**src/rtl/disp_commit_pkg.sv**
```systemverilog
package disp_commit_pkg;

    // register addresses
    localparam int ADDR_CTRL      = 0;
    localparam int ADDR_MODE      = 1;
    localparam int ADDR_IFC       = 2;
    localparam int ADDR_BANK_BASE = 4;

    // control word bit positions
    localparam int CTRL_RUN_BIT  = 0;
    localparam int CTRL_STOP_BIT = 1;
    localparam int CTRL_UPD_BIT  = 2;

    // interface control word bit positions
    localparam int IFC_TE_EN_BIT  = 8;
    localparam int IFC_TE_PAD_BIT = 10;

    // narrowest slice of write data that holds every control field
    localparam int CTRL_FIELD_W = IFC_TE_PAD_BIT + 1;

    typedef enum logic [1:0] {
        SEQ_IDLE  = 2'd0,
        SEQ_ARMED = 2'd1,
        SEQ_SCAN  = 2'd2
    } seq_state_e;

    typedef enum logic {
        IF_VIDEO = 1'b0,
        IF_CMD   = 1'b1
    } if_mode_e;

    typedef struct packed {
        logic upd;
        logic stop;
        logic run;
    } ctrl_bits_t;

    typedef struct packed {
        logic te_en;
        logic te_pad;
    } te_cfg_t;

    function automatic ctrl_bits_t decode_ctrl(input logic [CTRL_FIELD_W-1:0] w);
        ctrl_bits_t c;
        c.run  = w[CTRL_RUN_BIT];
        c.stop = w[CTRL_STOP_BIT];
        c.upd  = w[CTRL_UPD_BIT];
        return c;
    endfunction

    function automatic te_cfg_t decode_ifc(input logic [CTRL_FIELD_W-1:0] w);
        te_cfg_t t;
        t.te_en  = w[IFC_TE_EN_BIT];
        t.te_pad = w[IFC_TE_PAD_BIT];
        return t;
    endfunction

endpackage

```
**src/rtl/dcc_cfg_bank.sv**
```systemverilog
module dcc_cfg_bank
    import disp_commit_pkg::*;
#(
    parameter int NUM_CFG = 4,
    parameter int DATA_W  = 32,
    parameter int ADDR_W  = 4
) (
    input  logic                        clk,
    input  logic                        rst,
    input  logic                        wr_en_i,
    input  logic [ADDR_W-1:0]           wr_addr_i,
    input  logic [DATA_W-1:0]           wr_data_i,
    input  logic                        load_i,
    output logic [NUM_CFG*DATA_W-1:0]   active_o
);

    for (genvar g = 0; g < NUM_CFG; g++) begin : g_word
        logic              sel;
        logic [DATA_W-1:0] pend_q;
        logic [DATA_W-1:0] act_q;

        assign sel = wr_en_i && (wr_addr_i == ADDR_W'(ADDR_BANK_BASE + g));

        always_ff @(posedge clk) begin
            if (rst) begin
                pend_q <= '0;
                act_q  <= '0;
            end else begin
                if (sel) begin
                    pend_q <= wr_data_i;
                end
                if (load_i) begin
                    act_q <= pend_q;
                end
            end
        end

        assign active_o[g*DATA_W +: DATA_W] = act_q;
    end

endmodule

```
**src/rtl/dcc_te_select.sv**
```systemverilog
module dcc_te_select (
    input  logic clk,
    input  logic rst,
    input  logic te_pad_i,
    input  logic te_int_i,
    input  logic pad_sel_i,
    output logic te_fire_o
);

    logic pad_prev_q;
    logic int_prev_q;
    logic pad_rise;
    logic int_rise;

    always_ff @(posedge clk) begin
        if (rst) begin
            pad_prev_q <= 1'b0;
            int_prev_q <= 1'b0;
        end else begin
            pad_prev_q <= te_pad_i;
            int_prev_q <= te_int_i;
        end
    end

    assign pad_rise  = te_pad_i & ~pad_prev_q;
    assign int_rise  = te_int_i & ~int_prev_q;
    assign te_fire_o = pad_sel_i ? pad_rise : int_rise;

endmodule

```
**src/rtl/dcc_seq.sv**
```systemverilog
module dcc_seq
    import disp_commit_pkg::*;
#(
    parameter int ADDR_W = 4
) (
    input  logic                    clk,
    input  logic                    rst,
    input  logic                    wr_en_i,
    input  logic [ADDR_W-1:0]       wr_addr_i,
    input  logic [CTRL_FIELD_W-1:0] wr_data_i,
    input  logic                    frame_end_i,
    input  logic                    te_fire_i,
    output logic                    load_o,
    output logic [2:0]              ctrl_o,
    output logic                    mode_o,
    output logic                    te_pad_sel_o,
    output logic                    scan_o,
    output logic                    evt_done_o,
    output logic                    evt_upd_o
);

    seq_state_e state_q, state_nx;
    if_mode_e   mode_q, mode_nx;
    ctrl_bits_t ctrl_q, ctrl_nx;
    te_cfg_t    te_q, te_nx;
    logic       done_q, done_nx;
    logic       updev_q, updev_nx;
    logic       load;

    logic       wr_ctrl, wr_mode, wr_ifc;
    ctrl_bits_t req;

    assign wr_ctrl = wr_en_i && (wr_addr_i == ADDR_W'(ADDR_CTRL));
    assign wr_mode = wr_en_i && (wr_addr_i == ADDR_W'(ADDR_MODE));
    assign wr_ifc  = wr_en_i && (wr_addr_i == ADDR_W'(ADDR_IFC));
    assign req     = wr_ctrl ? decode_ctrl(wr_data_i) : '0;

    always_comb begin
        state_nx = state_q;
        mode_nx  = mode_q;
        ctrl_nx  = ctrl_q;
        te_nx    = te_q;
        done_nx  = 1'b0;
        updev_nx = 1'b0;
        load     = 1'b0;

        if (wr_ifc) begin
            te_nx = decode_ifc(wr_data_i);
        end
        if (wr_mode && !ctrl_q.run) begin
            mode_nx = if_mode_e'(wr_data_i[0]);
        end

        unique case (state_q)
            SEQ_IDLE: begin
                if (req.run) begin
                    ctrl_nx.run = 1'b1;
                    load        = 1'b1;
                    state_nx    = (mode_q == IF_CMD && te_q.te_en) ? SEQ_ARMED : SEQ_SCAN;
                end
            end
            SEQ_ARMED: begin
                if (te_fire_i) begin
                    state_nx = SEQ_SCAN;
                end
            end
            SEQ_SCAN: begin
                if (mode_q == IF_VIDEO) begin
                    if (req.stop) ctrl_nx.stop = 1'b1;
                    if (req.upd)  ctrl_nx.upd  = 1'b1;
                    if (frame_end_i) begin
                        if (ctrl_q.upd) begin
                            load        = 1'b1;
                            ctrl_nx.upd = req.upd;
                            updev_nx    = 1'b1;
                        end
                        if (ctrl_q.stop) begin
                            state_nx     = SEQ_IDLE;
                            ctrl_nx      = '0;
                            done_nx      = 1'b1;
                        end
                    end
                end else begin
                    if (frame_end_i) begin
                        state_nx    = SEQ_IDLE;
                        ctrl_nx     = '0;
                        done_nx     = 1'b1;
                    end
                end
            end
            default: begin
                state_nx = SEQ_IDLE;
                ctrl_nx  = '0;
            end
        endcase
    end

    always_ff @(posedge clk) begin
        if (rst) begin
            state_q <= SEQ_IDLE;
            mode_q  <= IF_VIDEO;
            ctrl_q  <= '0;
            te_q    <= '0;
            done_q  <= 1'b0;
            updev_q <= 1'b0;
        end else begin
            state_q <= state_nx;
            mode_q  <= mode_nx;
            ctrl_q  <= ctrl_nx;
            te_q    <= te_nx;
            done_q  <= done_nx;
            updev_q <= updev_nx;
        end
    end

    assign load_o       = load;
    assign ctrl_o       = ctrl_q;
    assign mode_o       = mode_q;
    assign te_pad_sel_o = te_q.te_pad;
    assign scan_o       = (state_q == SEQ_SCAN);
    assign evt_done_o   = done_q;
    assign evt_upd_o    = updev_q;

endmodule

```
**src/rtl/disp_commit_ctrl.sv**
```systemverilog
module disp_commit_ctrl
    import disp_commit_pkg::*;
#(
    parameter int NUM_CFG = 4,
    parameter int DATA_W  = 32,
    parameter int ADDR_W  = 4
) (
    input  logic                      clk,
    input  logic                      rst,
    input  logic                      wr_en_i,
    input  logic [ADDR_W-1:0]         wr_addr_i,
    input  logic [DATA_W-1:0]         wr_data_i,
    input  logic                      frame_end_i,
    input  logic                      te_pad_i,
    input  logic                      te_int_i,
    output logic [NUM_CFG*DATA_W-1:0] active_cfg_o,
    output logic [2:0]                ctrl_bits_o,
    output logic                      cfg_mode_o,
    output logic                      scan_active_o,
    output logic                      evt_done_o,
    output logic                      evt_upd_o
);

    logic load_w;
    logic te_fire_w;
    logic pad_sel_w;

    dcc_cfg_bank #(
        .NUM_CFG (NUM_CFG),
        .DATA_W  (DATA_W),
        .ADDR_W  (ADDR_W)
    ) bank_i (
        .clk       (clk),
        .rst       (rst),
        .wr_en_i   (wr_en_i),
        .wr_addr_i (wr_addr_i),
        .wr_data_i (wr_data_i),
        .load_i    (load_w),
        .active_o  (active_cfg_o)
    );

    dcc_te_select te_i (
        .clk       (clk),
        .rst       (rst),
        .te_pad_i  (te_pad_i),
        .te_int_i  (te_int_i),
        .pad_sel_i (pad_sel_w),
        .te_fire_o (te_fire_w)
    );

    dcc_seq #(
        .ADDR_W (ADDR_W)
    ) seq_i (
        .clk          (clk),
        .rst          (rst),
        .wr_en_i      (wr_en_i),
        .wr_addr_i    (wr_addr_i),
        .wr_data_i    (wr_data_i[CTRL_FIELD_W-1:0]),
        .frame_end_i  (frame_end_i),
        .te_fire_i    (te_fire_w),
        .load_o       (load_w),
        .ctrl_o       (ctrl_bits_o),
        .mode_o       (cfg_mode_o),
        .te_pad_sel_o (pad_sel_w),
        .scan_o       (scan_active_o),
        .evt_done_o   (evt_done_o),
        .evt_upd_o    (evt_upd_o)
    );

endmodule

```
**config.mk**
```make
export PLATFORM = sky130hd
export DESIGN_NAME = disp_commit_ctrl
export DESIGN_NICKNAME = d
export VERILOG_FILES = /design/src/rtl/disp_commit_pkg.sv /design/src/rtl/dcc_cfg_bank.sv /design/src/rtl/dcc_te_select.sv /design/src/rtl/dcc_seq.sv /design/src/rtl/disp_commit_ctrl.sv
export SDC_FILE = /design/constraint.sdc
export NUM_CORES = 1
export LEC_CHECK = 0
export BUFFER_PORTS_ARGS = -buffer_cell sky130_fd_sc_hd__buf_2
export CORE_MARGIN = 2
export CORE_UTILIZATION = 50
export DETAILED_ROUTE_END_ITERATION = 10
export PLACE_DENSITY = 0.72
export SETUP_SLACK_MARGIN = 0.02
export SLEW_MARGIN = 20
export SYNTH_ARGS = -nofsm -noshare
export SYNTH_HDL_FRONTEND = slang
export SYNTH_HIERARCHICAL = 1
export SYNTH_SLANG_ARGS = --single-unit
```
**constraint.sdc**
```tcl
create_clock -name clk -period 1.84 [get_ports clk]
set_input_delay 0.092 -clock clk [delete_from_list [all_inputs] [get_ports clk]]
set_output_delay 0.092 -clock clk [all_outputs]
set_load 0.02 [all_outputs]
```
==> impl_metrics.csv, run 1 <==
group,metric,value,unit
outcome,status,"finished, final reports clean",
yosys,synth_area_leaders,"dfxtp_1, mux2i_1, nand2b_1",
cts,cts_root_buf,"clkbuf_16",
floorplan,die_h,147,um
sta,finalSetupViolations,0,
finish,antenna_cells,0,
sta,hold_slack,0.0327,ns
cts,cts-htree-levels,1,
floorplan,io_pins,177,
sta,setup_tns,0,ns
yosys,synthCells,935,
yosys,ys_types,38,
placement,place_inst,1355,
power,ir_worst_vdd,0.000630,V
setup_path,rrSetupSlack,0.26,ns
placement,hpwl,14.4,mm
yosys,synth_ff_type,"dfxtp_1",
yosys,yosysWarnings,6,
cts,cts_tree,"yes",
setup_path,critPathCaptureType,"flip-flop",
setup_path,reg2reg_depth,5,
worst_hold_path,hp-class,"input port to flip-flop",
setup_path,critPathKind,"input port to flip-flop",
sta,hold_viol,0,
setup_path,reg2reg_from,"seq_i/ctrl_o[2]",
yosys,syn_avg_cell_area,10.9,sq um
setup_path,r2r_end,"bank_i/g_word[2].act_q[18]",
floorplan,rows,52,
floorplan,initial_utilization,50.6,%
global_routing,grt_pass1_vias,7006,
detailed_routing,drc,0,
cts,cts.clk_slew.worst_paths,0.06,ns
setup_path,crit_start,"wr_addr_i[3]",
cts,ctsLongestPathBuffers,3,
sta,rsz0062_at_grt,"yes",
sta,min_period,1.71,ns
global_routing,antenna_found_initial,0,
floorplan,die_w,147,um
floorplan,fp.dieArea,21500,sq um
cts,cts_buffers,28,
yosys,ys_async_sr_fraction,0,%
yosys,synth_nets,977,
setup_path,path_max_fanout,43,
global_routing,overflow,0,
yosys,synth.largest_area_cell,"dfxtp_1",
detailed_routing,antenna_left,0,
run,maxCapViolCount,0,
detailed_routing,vias_per_cell,4.92,
yosys,synth_seq_area_share,52.7,%
cts,tritoncts_num_sinks,268,
global_routing,track_usage,20.4,%
placement,pre_cts_ws,0.119,ns
finish,final_cells,1451,
sta,clock_skew,0.0159,ns
sta,slew_headroom,62.5,%
setup_path,critical_path.top_delay_family,"buffers and inverters",
setup_path,worst_path_largest_cell_delay,0.54,ns
finish,area_growth,26.8,%
setup_path,cp.depth,8,
floorplan,core_area,20100,sq um
detailed_routing,vias,7143,
finish,fin_nets,1201,
global_routing,grt_max_degree,47,
yosys,synthesis.area,10200,sq um
setup_path,path_cells,"dlygate4sd3_1 -> buf_2 -> nor4b_4 -> nand3b_1 -> a21oi_4 -> buf_12 -> mux2i_1 -> nor2_1",
yosys,yosysTopAreaCellShare,52.7,%
setup_path,cpMaxStageDelayCell,"dlygate4sd3_1",
sta,max_freq,586,MHz
detailed_routing,drtPass1Iterations,4,
placement,port_buffers,176,
sta,tightest_slew,0.563,ns
yosys,ys_seq_elements,268,
global_routing,grt_pass1_wl,36.3,mm
setup_path,worstSetupEndpoint,"bank_i/g_word[2].act_q[18]",
detailed_routing,drt-initial-drc-count,321,
finish,layout-drive-gt1-share,22.9,%
setup_path,required,2.25,ns
placement,gp_congestion,0.795,
cts,insertion_delay,0.53,ns
power,p_per_area,923,nW/um^2
sta,fin_ws,0.132,ns
setup_path,path_buf_inv,3,
detailed_routing,wl_per_cell,15.5,um
detailed_routing,wl,22.5,mm
sta,final.period_utilization,92.8,%
setup_path,critPathArrivalTime,2.12,ns
sta,slew_violations,0,
power,total_leakage_power,0.00569,uW
setup_path,start_kind,"input port",
yosys,synth-edff-count,0,
## report_power, final
group	leakage (uW)	internal (uW)	switching (uW)	total (uW)
Combinational	0.00308	262	261	524
Clock	0.000451	3270	2250	5520
Sequential	0.00216	5840	21.1	5860
## what timing repair did
item	in CTS	in global routing
endpoints found under the setup margin	0	32
resized for setup	0	4
setup buffers	0	2
hold buffers	42	0
endpoints found under the hold margin	136	0
## flip-flops by register name, indices dropped and copies added (netlist names)
name,cells
te_i/pad_prev_q,1
seq_i/ctrl_o,3
te_i/int_prev_q,1
seq_i/state_q,2
seq_i/evt_done_o,1
seq_i/te_q,1
seq_i/mode_o,1
seq_i/evt_upd_o,1
bank_i/g_word.act_q,128
bank_i/g_word.pend_q,128
seq_i/te_pad_sel_o,1
## final cells by class
| type | count | area, sq um |
|---|---|---|
| Sequential cell | 268 | 5370 |
| Clock buffer | 42 | 835 |
| Fill cell | 1608 | 7210 |
| Timing Repair Buffer | 256 | 1800 |
| Multi-Input combinational cell | 601 | 4470 |
| Inverter | 4 | 15.0 |
| Tap cell | 270 | 338 |
| Clock inverter | 10 | 83.8 |
## per-stage QoR
step / area [sq um] / power, uW / utilization, %
5_1_grt: 12900 / 12300 / 64.2
2_1_floorplan: 10200 / 6270 / -
6_report: 12900 / 11900 / 64.2
4_1_cts: 12900 / 12000 / 64.0
3_5_place_dp: 11500 / 6450 / 57.3
3_3_place_gp: 11500 / 6450 / 57.3
## worst reg2reg max path, delay by kind of cell (launching register included)
family                 cells  cell delay [ns]
AOI/OAI and AO/OA          1             0.25
and+or+nand+nor            2             0.21
DFF                        1             0.39
buffers and inverters      1             0.32
muxes                      1             0.29
## synthesized netlist by cell type, drive strengths merged (2+ instances only)
| cell type | count |
|---|---|
| dfxtp | 268 |
| mux2i | 256 |
| nand2b | 162 |
| nor2 | 132 |
| buf | 42 |
| clkbuf | 20 |
| a21oi | 8 |
| nand2 | 6 |
| inv | 4 |
| nand3 | 4 |
| nand4 | 4 |
| nand3b | 3 |
| o21ai | 3 |
| and2b | 2 |
| nor2b | 2 |
| nor3 | 2 |
| nor4b | 2 |
| o21a | 2 |
## layer usage
metal	GRT usage, %	vias to the layer above	part of all wire [%]
li1	-	3575	-
met1	28.0	3381	48
met2	33.8	161	46
met3	3.88	26	4.8
met4	4.08	0	1.3
met5	0	-	0
## kinds of logic (layout without fill, tap and decap cells)
kind of cell	after synthesis	after routing	share of synthesized area, %
and+or+nand+nor	326	326	17.1
buffers and inverters	66	312	3.64
AOI/OAI and AO/OA	19	19	1.33
muxes	256	256	25.2
DFF	268	268	52.7
## worst min-delay path by stage
stage,from,end,slack (ns),cells after the start
after global placement,te_pad_i,te_i/pad_prev_q,0.32,2
after global routing,wr_data_i[9],bank_i/g_word[2].pend_q[9],0.03,3
final,wr_data_i[9],bank_i/g_word[3].pend_q[9],0.03,3
after floorplan,rst,te_i/int_prev_q,0.16,1
after CTS,wr_data_i[9],bank_i/g_word[3].pend_q[9],0.001,3
after detailed placement,te_pad_i,te_i/pad_prev_q,0.33,2
## cell usage in the layout (no fill, tap or decap), types with 2 or more instances in the layout
cell type,count
a21oi_1,7
buf_12,14
buf_2,175
buf_4,21
buf_6,3
clkbuf_1,7
clkbuf_16,29
clkbuf_8,6
clkinv_2,6
clkinvlp_4,2
dfxtp_1,268
dlygate4sd3_1,42
inv_1,4
mux2i_1,256
nand2_1,5
nand2b_1,162
nand3_1,4
nand3b_1,3
nand4_1,4
nor2_1,132
nor2b_1,2
o21a_1,2
o21ai_0,3
No activity file was read; power rests on OpenSTA's default activity.
==> run 2: changes to the inputs <==
- clock period: 1.84 -> 1.86 ns (I/O delays scaled with it)
==> impl_metrics.csv, run 2 (synthesis results as in run 1) <==
group,metric,value,unit
outcome,status,"finished, final reports clean",
setup_path,critPathKind,"flip-flop to flip-flop",
finish,multi_input_area,4460,sq um
placement,hpwl,14.3,mm
placement,pre_cts_ws,0.132,ns
sta,finalSetupViolations,0,
floorplan,rows,52,
finish,fin_nets,1192,
cts,cts_buffers,27,
global_routing,use_met3,3.59,%
sta,min_period,1.64,ns
sta,tightest_slew,0.546,ns
cts,postCtsSetupBuffers,0,
global_routing,overflow,0,
setup_path,path_max_fanout,24,
floorplan,initial_utilization,50.6,%
floorplan,fp.dieArea,21500,sq um
setup_path,critPathArrivalTime,2.05,ns
finish,antenna_cells,0,
floorplan,die_h,147,um
cts,tritoncts_num_sinks,268,
global_routing,grt_pass1_vias,7016,
placement,place_inst,1353,
power,total_leakage_power,0.00565,uW
sta,fin_ws,0.222,ns
cts,cts-htree-levels,1,
cts,insertion_delay,0.53,ns
sta,clock_skew,0.00950,ns
run,maxCapViolCount,0,
placement,port_buffers,176,
detailed_routing,antenna_left,0,
sta,hold_slack,0.0146,ns
detailed_routing,vias_per_cell,4.94,
sta,setup_tns,0,ns
floorplan,io_pins,177,
worst_hold_path,hp-class,"input port to flip-flop",
finish,area_growth,25.6,%
finish,fillCellCount,1675,
detailed_routing,wl,21.9,mm
sta,max_freq,610,MHz
floorplan,core_area,20100,sq um
sta,slew_violations,0,
global_routing,grt_pass1_wl,35.6,mm
finish,final_cells,1437,
finish,seq_area,5370,sq um
cts,cts_root_buf,"clkbuf_16",
detailed_routing,drtPass1Iterations,5,
sta,hold_viol,0,
finish,final_common_cell,"dfxtp_1",
floorplan,die_w,147,um
detailed_routing,drc,0,
setup_path,required,2.27,ns
detailed_routing,vias,7102,
detailed_routing,wl_per_cell,15.3,um
sta,rsz0062_at_grt,"no",
global_routing,met2_usage,33.7,%
setup_path,critPathCaptureType,"flip-flop",
global_routing,track_usage,20.1,%
cts,cts.clk_slew.worst_paths,0.06,ns
power,ir_worst_vdd,0.000535,V
global_routing,grt-busiest-layer,"met2",
cts,ctsLongestPathBuffers,3,
sta,final.period_utilization,88.1,%
cts,cts_tree,"yes",
setup_path,start_kind,"flip-flop",
global_routing,use_met1,27.2,%
power,p_per_area,926,nW/um^2
global_routing,antenna_found_initial,0,
detailed_routing,drt-initial-drc-count,331,
global_routing,grt_max_degree,52,
sta,slew_headroom,63.6,%
finish,layout-drive-gt1-share,22.5,%
finish,final_cell_mix,"dfxtp_1, mux2i_1, buf_2, nand2b_1, nor2_1",
placement,gp_congestion,0.839,
## run 2: repair_timing
action | 4_1_cts | 5_1_grt
gates resized for setup | 0 | 1
hold buffers | 38 | 0
endpoints found under the setup margin | 0 | 8
hold endpoints to repair | 126 | 0
## run 2: path summary, 6_finish.rpt
check | from | depth (start not counted) | to | slack (ns)
worst min register to register | bank_i/g_word[0].pend_q[9] | 2 | bank_i/g_word[0].pend_q[9] | 0.47
worst max-delay path | seq_i/state_q[1] | 6 | bank_i/g_word[0].act_q[2] | 0.22
worst max register to register | seq_i/state_q[1] | 6 | bank_i/g_word[0].act_q[2] | 0.22
worst min-delay path | wr_data_i[23] | 3 | bank_i/g_word[3].pend_q[23] | 0.01
## run 2: layer usage
layer	wire length, um	vias up
li1	-	3552
met1	10400	3362
met2	10200	164
met3	1040	24
met4	284	0
met5	0	-
## run 2: layout make-up
| cell class | count | share of cell area (%) |
|---|---|---|
| timing repair buffer | 248 | 13.3 |
| multi-input combinational | 601 | 34.9 |
| sequential | 268 | 42.0 |
| tap | 270 | 2.64 |
| clock inverter | 10 | 1.22 |
| clock buffer | 36 | 5.86 |
| inverter | 4 | 0.117 |
## run 2: worst max-delay path, stage by stage, from the launching register on
cell     delay (ns)
dfxtp_2        0.42
nand4_1        0.18
a21oi_4        0.26
buf_12         0.17
buf_12         0.20
mux2i_1        0.22
nor2_1         0.06
## run 2: metrics by stage
step	total power [uW]	area [sq um]	util, %
floorplan	6200	10200	-
global placement	6370	11500	57.2
detailed placement	6380	11500	57.2
CTS	11900	12800	63.6
global route	12200	12800	63.6
finish	11800	12800	63.6
## run 2: report_power, final
group	switching (uW)	internal (uW)
combinational	252	254
clock	2160	3370
sequential	21.0	5780
==> run 3: changes to the inputs <==
--- a/config.mk
+++ b/config.mk
@@ -11,2 +11,3 @@
 export DETAILED_ROUTE_END_ITERATION = 10
+export GPL_TIMING_DRIVEN = 0
 export PLACE_DENSITY = 0.72
==> constraint.sdc (replaced) <==
create_clock -name clk -period 1.86 [get_ports clk]
set_input_delay 0 -clock clk [delete_from_list [all_inputs] [get_ports clk]]
set_output_delay 0 -clock clk [all_outputs]
set_load 0.02 [all_outputs]
==> impl_metrics.csv, run 3 (synthesis results as in run 1) <==
group,metric,value,unit
cts,insertion_delay,0.53,ns
finish,layout-drive-gt1-share,23.0,%
detailed_routing,drc,0,
setup_path,path_max_fanout,10,
run,maxCapViolCount,0,
global_routing,grt_pass1_wl,39.4,mm
power,clockPowerShare,47.9,%
global_routing,overflow,0,
detailed_routing,wl_per_cell,16.7,um
cts,cts_tree,"yes",
cts,cts.clk_slew.worst_paths,0.06,ns
finish,fin_nets,1232,
sta,tightest_slew,0.776,ns
power,switching_share,21.0,%
cts,ctsLongestPathBuffers,3,
sta,hold_slack,0.0286,ns
detailed_routing,drtPass1Iterations,4,
setup_path,critPathArrivalTime,2.20,ns
worst_hold_path,min_from,"wr_en_i",
floorplan,initial_utilization,50.6,%
power,power_frac_seq,47.8,%
setup_path,critPathCaptureType,"flip-flop",
power,p_per_area,939,nW/um^2
floorplan,fp.dieArea,21500,sq um
placement,gp_congestion,0.841,
setup_path,path_cells,"buf_2 -> nand4_1 -> a21oi_2 -> buf_6 -> buf_4 -> mux2i_1 -> nor2_1",
sta,slew_violations,0,
sta,min_period,1.79,ns
setup_path,worst_path_largest_cell_delay,0.32,ns
cts,tritoncts_num_sinks,268,
detailed_routing,wl,24.7,mm
setup_path,start_kind,"flip-flop",
placement,hpwl,16.8,mm
finish,antenna_cells,0,
sta,finalSetupViolations,0,
global_routing,grt_pass1_vias,7346,
cts,cts_root_buf,"clkbuf_16",
sta,max_freq,557,MHz
sta,slew_headroom,48.0,%
sta,clock_skew,0.00861,ns
floorplan,die_w,147,um
floorplan,die_h,147,um
power,total_leakage_power,0.00575,uW
finish,final_cell_mix,"dfxtp_1, mux2i_1, buf_2, nand2b_1, nor2_1",
cts,cts-htree-levels,1,
power,ir_worst_vdd,0.000677,V
sta,hold_viol,0,
cts,postCtsSetupBuffers,0,
power,comb_power_share,4.3,%
finish,final_common_cell,"dfxtp_1",
placement,place_area,11400,sq um
global_routing,antenna_found_initial,0,
finish,finish.instance_area,12900,sq um
detailed_routing,drt-initial-drc-count,308,
floorplan,rows,52,
detailed_routing,vias_per_cell,4.89,
worst_hold_path,hp-class,"input port to flip-flop",
floorplan,io_pins,177,
power,switchingPower,2560,uW
power,internal-power,9590,uW
placement,place_inst,1381,
finish,area_growth,27.1,%
outcome,status,"finished, final reports clean",
detailed_routing,vias,7223,
sta,setup_tns,0,ns
setup_path,critPathKind,"flip-flop to flip-flop",
global_routing,track_usage,22.9,%
sta,final.period_utilization,96.5,%
setup_path,cpMaxStageDelayCell,"dfxtp_1",
cts,cts_buffers,28,
setup_path,reg2reg_from,"seq_i/state_q[1]",
sta,rsz0062_at_grt,"yes",
finish,final_cells,1478,
finish,fillCellCount,1628,
detailed_routing,antenna_left,0,
setup_path,required,2.27,ns
placement,port_buffers,176,
global_routing,grt_max_degree,15,
setup_path,crit_start,"seq_i/state_q[1]",
floorplan,core_area,20100,sq um
run 3: cell types whose count changed in the layout (fill, tap and decap cells not counted), moves of 2 or more:
cell / delta
clkbuf_16: +2
buf_4: -13
clkbuf_1: +13
buf_2: +22
clkinv_2: +2
buf_12: -11
a21oi_2: +2
buf_6: +10
dlygate4sd3_1: +11
clkbuf_2: +3
run 3: final timing paths:
check | to | slack (ns) | cells past startpoint
max | bank_i/g_word[0].act_q[13] | 0.07 | 7
min | bank_i/g_word[0].pend_q[2] | 0.03 | 4
max reg2reg | bank_i/g_word[0].act_q[13] | 0.07 | 7
min reg2reg | bank_i/g_word[0].pend_q[16] | 0.47 | 2
run 3: layout make-up:
class / count / area (sq um) / area share [%]
well taps: 270 / 338 / 2.61
multi-input cells: 601 / 4450 / 34.4
clock buffers: 36 / 802 / 6.20
clock inverters: 12 / 165 / 1.28
flip-flops and latches: 268 / 5370 / 41.5
plain buffers: 62 / 432 / 3.34
repair buffers: 225 / 1370 / 10.6
inverters: 4 / 15.0 / 0.116
run 3: critical path: cells and delay by family (launching register included):
family                 cells  cell delay [ns]
flip-flops                 1             0.32
AND/OR/NAND/NOR            2             0.19
multiplexers               1             0.21
AO/OA/AOI/OAI              1             0.26
buffers and inverters      3             0.68
run 3: metal layers:
metal / wire length [um] / GRT usage [%]
met1: 11800 / 31.1
met2: 11500 / 38.9
met3: 1100 / 3.56
met4: 310 / 4.66
met5: 0 / 0
run 3: what timing repair did:
action	4_1_cts	5_1_grt
pin swaps	0	1
setup endpoints to repair	120	122
hold endpoints to repair	140	0
gates resized for setup	16	15
hold buffers	49	0
run 3: power by group through the flow:
stage | Clock [uW] | Combinational [uW] | Sequential, uW
floorplan | 0 | 277 | 5920
global placement | 0 | 453 | 5930
detailed placement | 0 | 453 | 5930
CTS | 5920 | 524 | 5800
global route | 6150 | 568 | 5800
finish | 5820 | 527 | 5800
run 3: through the flow:
| step | util [%] | power (uW) | setup WS [ns] |
|---|---|---|---|
| 6_report | 64.3 | 12100 | 0.0653 |
| 5_1_grt | 64.3 | 12500 | -0.0363 |
| 4_1_cts | 64.1 | 12200 | 0.0102 |
| 3_5_place_dp | 56.7 | 6380 | -0.498 |
| 3_3_place_gp | 56.7 | 6380 | -0.400 |
| 2_1_floorplan | - | 6200 | 0.183 |
